`src/rtl/tbt_pkg.sv`:
```
package tbt_pkg;
    typedef enum logic [1:0] {
        ST_IDLE = 2'd0,
        ST_WAIT = 2'd1,
        ST_CELL = 2'd2
    } tbt_state_t;

    localparam logic [1:0] MODE_LOW  = 2'b00;
    localparam logic [1:0] MODE_HIGH = 2'b01;
    localparam logic [1:0] MODE_MSG  = 2'b10;
    localparam logic [1:0] MODE_TONE = 2'b11;
endpackage

```
`src/rtl/tbt_carrier.sv`:
```
module tbt_carrier #(
    parameter int DIV_W = 16
) (
    input  logic             clk,
    input  logic             rst_n,
    input  logic             freeze,
    input  logic [DIV_W-1:0] half_period,
    output logic             carrier,
    output logic             period_end
);
    logic [DIV_W-1:0] cnt;
    logic             half_last;

    assign half_last  = ({1'b0, cnt} + 1'b1) >= {1'b0, half_period};
    // carrier about to fall: one full period has elapsed
    assign period_end = !freeze && carrier && half_last;

    always_ff @(posedge clk or negedge rst_n) begin
        if (!rst_n) begin
            cnt     <= '0;
            carrier <= 1'b0;
        end else if (!freeze) begin
            if (half_last) begin
                cnt     <= '0;
                carrier <= ~carrier;
            end else begin
                cnt <= cnt + 1'b1;
            end
        end
    end
endmodule

```
`src/rtl/tbt_fifo.sv`:
```
module tbt_fifo #(
    parameter int DEPTH = 8,
    parameter int DW    = 8
) (
    input  logic          clk,
    input  logic          rst_n,
    input  logic          wr_en,
    input  logic [DW-1:0] wr_data,
    input  logic          rd_en,
    output logic [DW-1:0] rd_data,
    output logic          full,
    output logic          empty
);
    localparam int AW = $clog2(DEPTH);

    logic [DW-1:0] mem [DEPTH];
    logic [AW:0]   wptr, rptr;

    assign empty   = (wptr == rptr);
    assign full    = (wptr[AW] != rptr[AW]) && (wptr[AW-1:0] == rptr[AW-1:0]);
    assign rd_data = mem[rptr[AW-1:0]];

    always_ff @(posedge clk) begin
        if (wr_en && !full) mem[wptr[AW-1:0]] <= wr_data;
    end

    always_ff @(posedge clk or negedge rst_n) begin
        if (!rst_n) begin
            wptr <= '0;
            rptr <= '0;
        end else begin
            if (wr_en && !full) wptr <= wptr + 1'b1;
            if (rd_en && !empty) rptr <= rptr + 1'b1;
        end
    end
endmodule

```
`src/rtl/tbt_fsm.sv`:
```
module tbt_fsm
    import tbt_pkg::*;
#(
    parameter int SLOT_PERIODS = 11
) (
    input  logic       clk,
    input  logic       rst_n,
    input  logic       msg_mode,
    input  logic       freeze,
    input  logic       period_end,
    input  logic       fifo_empty,
    input  logic [7:0] fifo_data,
    output logic       fifo_rd,
    output logic       busy,
    output logic       done,
    output logic       in_cell,
    output logic       tone_on
);
    localparam int CELL_PERIODS = 3 * SLOT_PERIODS;
    localparam int SLOT_W       = $clog2(CELL_PERIODS);
    localparam logic [SLOT_W-1:0] CELL_LAST = SLOT_W'(CELL_PERIODS - 1);
    localparam logic [SLOT_W-1:0] ONE_ON    = SLOT_W'(SLOT_PERIODS);
    localparam logic [SLOT_W-1:0] ZERO_ON   = SLOT_W'(2 * SLOT_PERIODS);
    localparam logic [3:0]        PAR_IDX   = 4'd8;

    tbt_state_t        state, state_nx;
    logic [7:0]        shreg;
    logic              par;
    logic [3:0]        bit_idx;
    logic [SLOT_W-1:0] slot;
    logic              start, cell_end, last_bit, more, finish, cur_bit;

    assign start    = (state == ST_IDLE) && msg_mode && !freeze && !fifo_empty;
    assign cell_end = (state == ST_CELL) && period_end && (slot == CELL_LAST);
    assign last_bit = (bit_idx == PAR_IDX);
    assign more     = msg_mode && !fifo_empty;
    assign finish   = cell_end && last_bit && !more && msg_mode;
    assign cur_bit  = last_bit ? par : shreg[7];

    always_ff @(posedge clk or negedge rst_n) begin
        if (!rst_n) state <= ST_IDLE;
        else        state <= state_nx;
    end

    always_comb begin
        state_nx = state;
        unique case (state)
            ST_IDLE: if (start) state_nx = ST_WAIT;
            ST_WAIT: begin
                if (!msg_mode)       state_nx = ST_IDLE;
                else if (period_end) state_nx = ST_CELL;
            end
            ST_CELL: begin
                if (!msg_mode)   state_nx = ST_IDLE;
                else if (finish) state_nx = ST_IDLE;
            end
            default: state_nx = ST_IDLE;
        endcase
    end

    always_comb begin
        fifo_rd = start || (cell_end && last_bit && more);
        busy    = (state != ST_IDLE);
        in_cell = (state == ST_CELL);
        tone_on = in_cell && (slot < (cur_bit ? ONE_ON : ZERO_ON));
    end

    always_ff @(posedge clk or negedge rst_n) begin
        if (!rst_n) begin
            shreg   <= '0;
            par     <= 1'b0;
            bit_idx <= '0;
            slot    <= '0;
            done    <= 1'b0;
        end else begin
            done <= finish;
            if (fifo_rd) begin
                shreg   <= fifo_data;
                par     <= ~^fifo_data;
                bit_idx <= '0;
                slot    <= '0;
            end else if ((state == ST_WAIT) && period_end) begin
                slot <= '0;
            end else if ((state == ST_CELL) && period_end) begin
                if (slot == CELL_LAST) begin
                    slot    <= '0;
                    bit_idx <= bit_idx + 1'b1;
                    shreg   <= {shreg[6:0], 1'b0};
                end else begin
                    slot <= slot + 1'b1;
                end
            end
        end
    end
endmodule

```
`src/rtl/tone_burst_tx.sv`:
```
module tone_burst_tx
    import tbt_pkg::*;
#(
    parameter int DIV_W        = 16,
    parameter int FIFO_DEPTH   = 8,
    parameter int SLOT_PERIODS = 11
) (
    input  logic             clk,
    input  logic             rst_n,
    input  logic             standby,
    input  logic [1:0]       mode,
    input  logic             modulate,
    input  logic [DIV_W-1:0] half_period,
    input  logic             wr_en,
    input  logic [7:0]       wr_data,
    output logic             fifo_full,
    output logic             fifo_empty,
    output logic             busy,
    output logic             done,
    output logic             line_out,
    output logic             line_oe
);
    logic       carrier, period_end, fifo_rd, in_cell, tone_on;
    logic [7:0] fifo_data;

    tbt_carrier #(.DIV_W(DIV_W)) carrier_i (
        .clk(clk), .rst_n(rst_n), .freeze(standby), .half_period(half_period),
        .carrier(carrier), .period_end(period_end)
    );

    tbt_fifo #(.DEPTH(FIFO_DEPTH), .DW(8)) fifo_i (
        .clk(clk), .rst_n(rst_n), .wr_en(wr_en), .wr_data(wr_data),
        .rd_en(fifo_rd), .rd_data(fifo_data), .full(fifo_full), .empty(fifo_empty)
    );

    tbt_fsm #(.SLOT_PERIODS(SLOT_PERIODS)) fsm_i (
        .clk(clk), .rst_n(rst_n), .msg_mode(mode == MODE_MSG), .freeze(standby),
        .period_end(period_end), .fifo_empty(fifo_empty), .fifo_data(fifo_data),
        .fifo_rd(fifo_rd), .busy(busy), .done(done), .in_cell(in_cell), .tone_on(tone_on)
    );

    always_comb begin
        line_oe  = 1'b0;
        line_out = 1'b0;
        if (!standby) begin
            unique case (mode)
                MODE_LOW:  begin line_oe = 1'b1; line_out = 1'b0;    end
                MODE_HIGH: begin line_oe = 1'b1; line_out = 1'b1;    end
                MODE_TONE: begin line_oe = 1'b1; line_out = carrier; end
                MODE_MSG:  begin
                    line_oe  = busy;
                    line_out = in_cell && carrier && (modulate ? tone_on : 1'b1);
                end
                default: ;
            endcase
        end
    end
endmodule

```
`config.mk`:
```
export PLATFORM = sky130hd
export DESIGN_NAME = tone_burst_tx
export DESIGN_NICKNAME = d
export VERILOG_FILES = /design/src/rtl/tbt_pkg.sv /design/src/rtl/tbt_carrier.sv /design/src/rtl/tbt_fifo.sv /design/src/rtl/tbt_fsm.sv /design/src/rtl/tone_burst_tx.sv
export SDC_FILE = /design/constraint.sdc
export NUM_CORES = 1
export LEC_CHECK = 0
export ABC_AREA = 1
export BUFFER_PORTS_ARGS = -buffer_cell sky130_fd_sc_hd__buf_2
export CORE_MARGIN = 2
export CORE_UTILIZATION = 40
export CTS_BUF_LIST = sky130_fd_sc_hd__clkbuf_8
export DETAILED_ROUTE_END_ITERATION = 8
export PLACE_DENSITY = 0.59
export SYNTH_ARGS = -nofsm -noshare
export SYNTH_HDL_FRONTEND = slang
export SYNTH_SLANG_ARGS = --single-unit
```
`constraint.sdc`:
```
create_clock -name clk -period 3.55 [get_ports clk]
set_input_delay 0.8875 -clock clk [delete_from_list [all_inputs] [get_ports clk]]
set_output_delay 0.8875 -clock clk [all_outputs]
set_load 0.01 [all_outputs]
```
==> results of run 1 <==
-- where the power goes --
part	total, mW	internal [mW]	leakage, nW	switching (mW)
Clock	0.783	0.341	0.106	0.443
Combinational	2.08	0.775	1.81	1.30
Sequential	1.93	1.67	1.19	0.256
Total	4.79	2.78	3.10	2.00
-- cells in the final DEF, fill, tap and decap left out, types with 21 or more instances in the layout --
master    synthesis  final
nand2_1         145    144
inv_1            78     74
nor2_1           73     71
edfxtp_1         64     64
o21ai_0          63     62
dfrtp_1          47     47
buf_2             4     36
nand3_1          28     27
xor2_1           21     21
ha_1             26     21
buf_4             2     21
-- logic make-up (layout without fill, tap and decap cells) --
| logic type | count (synthesis) | in the layout | synth area share, % |
|---|---|---|---|
| and+or+nand+nor | 293 | 294 | 22.7 |
| DFF | 111 | 111 | 50.9 |
| buffers and inverters | 101 | 156 | 6.95 |
| xor gates and xnor gates | 24 | 24 | 3.58 |
| AOI/OAI and AO/OA | 112 | 112 | 10.5 |
| adders and majority gates | 26 | 26 | 5.35 |
-- layer usage --
metal	share of wire (%)	wire, um	global-route usage, %
met5	0	0	0
met1	47	5800	20.6
met3	3.4	420	3.69
met4	1.4	175	4.07
met2	48	6020	27.7
-- cell type report --
type / count / area share (%)
multi-input cells: 456 / 38.8
inverters: 82 / 4.48
clock buffers: 9 / 1.80
well taps: 188 / 3.42
clock inverters: 7 / 1.20
repair buffers: 58 / 5.21
flip-flops and latches: 111 / 45.1
-- worst max-delay path by stage --
stage	startpoint	to	slack, ps	depth (start not counted)
after floorplan	carrier_i.cnt[0]$_DFFE_PN0N_	fsm_i.shreg[7]$_DFFE_PN0P_	680	20
after global placement	carrier_i.cnt[0]$_DFFE_PN0N_	fsm_i.shreg[5]$_DFFE_PN0P_	320	19
after detailed placement	fsm_i.bit_idx[0]$_DFFE_PN0P_	line_out	190	12
after CTS	fsm_i.bit_idx[0]$_DFFE_PN0P_	line_out	6	12
after global routing	fsm_i.bit_idx[0]$_DFFE_PN0P_	line_out	-140	14
final	fsm_i.bit_idx[0]$_DFFE_PN0P_	line_out	70	14
-- registers in the layout, indices dropped and copies added (netlist names) --
signal,flops
fsm_i.bit_idx,4
fsm_i.shreg,8
fifo_i.mem,64
fsm_i.slot,6
fsm_i.done,1
fsm_i.par,1
fifo_i.wptr,4
fifo_i.rptr,4
carrier_i.carrier,1
carrier_i.cnt,16
fsm_i.state,2
-- worst register-to-register path: cells and delay by family, from the launching register on --
family,cells,cell delay [ps]
simple gates,10,1120
xor+xnor,2,340
flops,1,440
fa+ha+maj,2,520
compound gates,2,390
buf+inv,3,350
-- timing repair --
item / CTS / global route
buffers inserted: 0 / 6
endpoints found under the setup margin: 1 / 21
gates cloned: 0 / 1
pin swaps: 0 / 10
resized for setup: 2 / 19
==> out/results.tsv, run 1 <==
metric	value	unit
die_w	127	um
io_buffers	36	
rsz0062_at_grt	yes	
fin_util	45.7	%
regArea	0.00310	mm^2
max_slew_margin	29.8	%
cts_buffers	9	
cts_hold_buf	0	
numClockSinks	111	
synth-seq-cells	111	
final_area	0.00687	mm^2
antenna_found_initial	0	
timing.rr.start	carrier_i.cnt[0]$_DFFE_PN0N_	
total_power	4.79	mW
multi_input_area	0.00266	mm^2
antenna_left	0	
synth_edf_count	64	
drv_cap	0	
syn-cell-area	0.00608	mm^2
hold_depth	1	
grt_max_degree	48	
core_area	0.0150	mm^2
synth_area_leaders	edfxtp_1 32%, dfrtp_1 19%, nand2_1 8.9%	
seq_area_frac_synth	50.9	%
hold_path.class	reg -> reg	
grt_pass1_wl	20800	um
dpl.cell_count	888	
ir_drop	0.000364	V
synth_common_cells	145 x nand2_1, 78 x inv_1, 73 x nor2_1, 64 x edfxtp_1, 63 x o21ai_0	
row_count	45	
via_count	4522	
grt_pass1_vias	4428	
hold_end	fifo_i.wptr[3]$_DFFE_PN0P_	
fill_cells	1421	
holdWs	503	ps
pwr_density_cell	697	mW/mm^2
routedWlPerCell	13.6	um
fin_setup_tns	0	ps
synth.top_cell.area_share	31.6	%
setup_viol	0	
die_height	127	um
syn_inst	667	
synth_warnings	0	
first_pass_iters	7	
wirelength	12400	um
clockBufferDepth	2	
fin_crit_sh	98.1	%
cts_tree	yes	
outcome	finished, final reports clean	
syn_nets	724	
worstPathArrival	2590	ps
n_antenna_cell	0	
hold_violations	0	
layout-drive-gt1-share	18.0	%
gp_congestion	0.832	
htree_levels	3	
p_leak	3.10	nW
clk_pin_slew	100	ps
synth.most_common_cell	nand2_1	
synth.largest_area_cell	edfxtp_1	
groute.usage.overall	16.1	%
drc	0	
crit_family	compound AO/OA/AOI/OAI gates	
synth-async-reset-ratio	42.3	%
die_area	0.0162	mm^2
cp_slowest_stage_delay	420	ps
stdcell_count	911	
clock.fmax	0.287	GHz
drt_iter0_markers	271	
area_growth	12.9	%
path_buf_inv	3	
reg2reg_slack	350	ps
worst_slack	67.8	ps
dp_hpwl	8850	um
min_from	fifo_i.wptr[3]$_DFFE_PN0P_	
worst_clock_skew	16.1	ps
r2r_end	fifo_i.rptr[0]$_DFFE_PN0P_	
fin_nets	775	
endpoint_kind	output pin	
fin_crit	3480	ps
ioPinCount	37	
slowest_stage	dfrtp_1	
synth_flop_cell	edfxtp_1	
root_buffer	clkbuf_8	
vias_per_cell	4.96	
post_dp_cell_area	0.00650	mm^2
start_util	40.5	%
cp.required	2660	ps
worst_slew_pin_slew	1050	ps
slew_violations	0	
path_class	reg -> out	
post-place-ws	190	ps
grt-ovfl-total	0	
r2r_cells	19	
clkLatencyLatePin	370	ps
avgSynthCellArea	9.12	um^2
cp-start-kind	flip-flop	
crit_fanout	3	
crit_path_cell_trace	inv_2, ha_4, nand3b_1, o21ai_2, inv_2, ha_4, nand2_2, nor3_2, o211ai_1, o311ai_1, nand2_1, nand3_2, a21oi_2, buf_2	
synth.distinct_cells	44	
Note: power is estimated with default switching activity, not from simulation.
==> run 2, diff against run 1 <==
--- a/config.mk
+++ b/config.mk
@@ -8,10 +8,11 @@
 export ABC_AREA = 1
 export BUFFER_PORTS_ARGS = -buffer_cell sky130_fd_sc_hd__buf_2
 export CORE_MARGIN = 2
-export CORE_UTILIZATION = 40
+export CORE_UTILIZATION = 63
 export CTS_BUF_LIST = sky130_fd_sc_hd__clkbuf_8
 export DETAILED_ROUTE_END_ITERATION = 8
-export PLACE_DENSITY = 0.59
+export PLACE_DENSITY = 0.85
+export SKIP_CTS_REPAIR_TIMING = 1
 export SYNTH_ARGS = -nofsm -noshare
 export SYNTH_HDL_FRONTEND = slang
 export SYNTH_SLANG_ARGS = --single-unit
==> out/results.tsv, run 2 (synthesis gave the netlist of run 1 again) <==
metric	value	unit	change
final_area	0.00673	mm^2	-2.0%
worst_slack	32.1	ps	-35.7 ps
vias_per_cell	5.58		+12%
path_class	reg -> out		
routedWlPerCell	14.8	um	+8.8%
crit_path_cell_trace	inv_2, ha_4, nand3b_1, o21ai_2, inv_2, ha_4, nand2_2, nor3_2, o211ai_1, o311ai_2, nand2_1, nand3_2, a21oi_2, buf_2		
crit_family	compound AO/OA/AOI/OAI gates		
largest_reg_flops	64		unchanged
layout_common_cells	144 x nand2_1, 75 x inv_1, 73 x nor2_1		
rsz0062_at_grt	yes		
dp_hpwl	8750	um	-1.2%
fin_crit_sh	99.1	%	+1.0 points
grt_pass1_vias	4649		+5.0%
via_count	4724		+4.5%
fill_cells	670		-53%
dpl.cell_count	824		-7.2%
htree_levels	3		unchanged
grt_pass1_wl	20400	um	-2.1%
die_area	0.0105	mm^2	-35%
reg2reg_slack	320	ps	-30 ps
outcome	finished, final reports clean		
path_buf_inv	3		unchanged
clk_pin_slew	110	ps	about the same
pwr_density_cell	702	mW/mm^2	+0.74%
first_pass_iters	5		-2
drt_iter0_markers	228		-16%
core_area	0.00928	mm^2	-38%
n_antenna_cell	0		unchanged
min_from	fifo_i.wptr[3]$_DFFE_PN0P_		
groute.usage.overall	25.3	%	+9.2 points
total_power	4.73	mW	-1.2%
worst_slew_pin_slew	1030	ps	-22.7 ps
p_leak	3.08	nW	-0.79%
multi_input_area	0.00265	mm^2	-0.47%
timing.rr.start	carrier_i.cnt[2]$_DFFE_PN0N_		
io_buffers	36		unchanged
cts_tree	yes		
stdcell_count	847		-7.0%
clockBufferDepth	2		unchanged
antenna_found_initial	0		unchanged
numClockSinks	111		unchanged
layout-drive-gt1-share	17.1	%	-0.85 points
holdWs	500	ps	-3.10 ps
fin_crit	3520	ps	+35.7 ps
slew_violations	0		unchanged
max_slew_margin	31.3	%	+1.5 points
cts_buffers	9		unchanged
crit_fanout	3		unchanged
post-place-ws	180	ps	-9.88 ps
drc	0		unchanged
grt-ovfl-total	0		unchanged
hold_violations	0		unchanged
die_height	102	um	-20%
hold_path.class	reg -> reg		
layout_commonest_cell	nand2_1		
ir_drop	0.000488	V	+34%
worst_clock_skew	10.6	ps	-5.45 ps
wirelength	12600	um	+1.2%
post_dp_cell_area	0.00639	mm^2	-1.7%
endpoint_kind	output pin		
clock.fmax	0.284	GHz	-1.0%
root_buffer	clkbuf_8		
cp.required	2660	ps	about the same
regArea	0.00310	mm^2	about the same
antenna_left	0		unchanged
ioPinCount	37		unchanged
row_count	35		-22%
start_util	65.5	%	+25 points
drv_cap	0		unchanged
worstPathArrival	2630	ps	+40 ps
fin_nets	770		-0.65%
gp_congestion	0.854		+2.7%
clkLatencyLatePin	380	ps	about the same
grt_max_degree	48		unchanged
area_growth	10.7	%	
cp-start-kind	flip-flop		
cp_slowest_stage_delay	410	ps	about the same
setup_viol	0		unchanged
slowest_stage	dfrtp_1		
die_w	102	um	-20%
startpoint	fsm_i.bit_idx[0]$_DFFE_PN0P_		
-- run 2: cell count changes in the layout (fill, tap and decap cells not counted), moves of 2 or more --
cell,delta
ha_1,+2
nor2_1,+2
nor2_2,-2
buf_4,-5
-- run 2: final timing paths --
check	cells past startpoint	to
max in group asynchronous	1	carrier_i.cnt[0]$_DFFE_PN0N_
min in group asynchronous	1	carrier_i.cnt[15]$_DFFE_PN0N_
min	1	fifo_i.wptr[3]$_DFFE_PN0P_
max	14	line_out
max reg2reg	19	fsm_i.bit_idx[2]$_DFFE_PN0P_
min reg2reg	1	fifo_i.wptr[3]$_DFFE_PN0P_
-- run 2: layout make-up --
class	instances	area share (%)
Sequential cell	111	46.0
Multi-Input combinational cell	456	39.4
Timing Repair Buffer	53	4.76
Inverter	82	4.57
Tap cell	129	2.40
Clock buffer	9	1.84
Clock inverter	7	1.04
-- run 2: routing by layer --
metal,global-route usage [%],vias up,share of wire (%)
met1,29.4,2216,40
met2,45.0,169,51
met5,0,-,0
li1,-,2305,-
met4,11.0,0,2.6
met3,5.75,34,5.6
-- run 2: metrics by stage --
stage,TNS [ps],utilization [%]
after floorplan,0,-
after global placement,0,68.9
after detailed placement,0,68.9
after CTS,-228,71.0
after global routing,-93.3,72.5
final,0,72.5
-- run 2: power by group --
| group | internal (mW) | switching, mW | leakage (nW) |
|---|---|---|---|
| Sequential | 1.67 | 0.283 | 1.19 |
| Clock | 0.276 | 0.456 | 0.101 |
| Combinational | 0.742 | 1.30 | 1.79 |
| Total | 2.69 | 2.04 | 3.08 |
-- run 2: worst register-to-register path: cells and delay by family (launching register included) --
kind          cells  cell delay, ps
buf+inv           1             100
flops             1             460
fa+ha+maj         1             270
simple gates     16            2070
xor+xnor          1             220
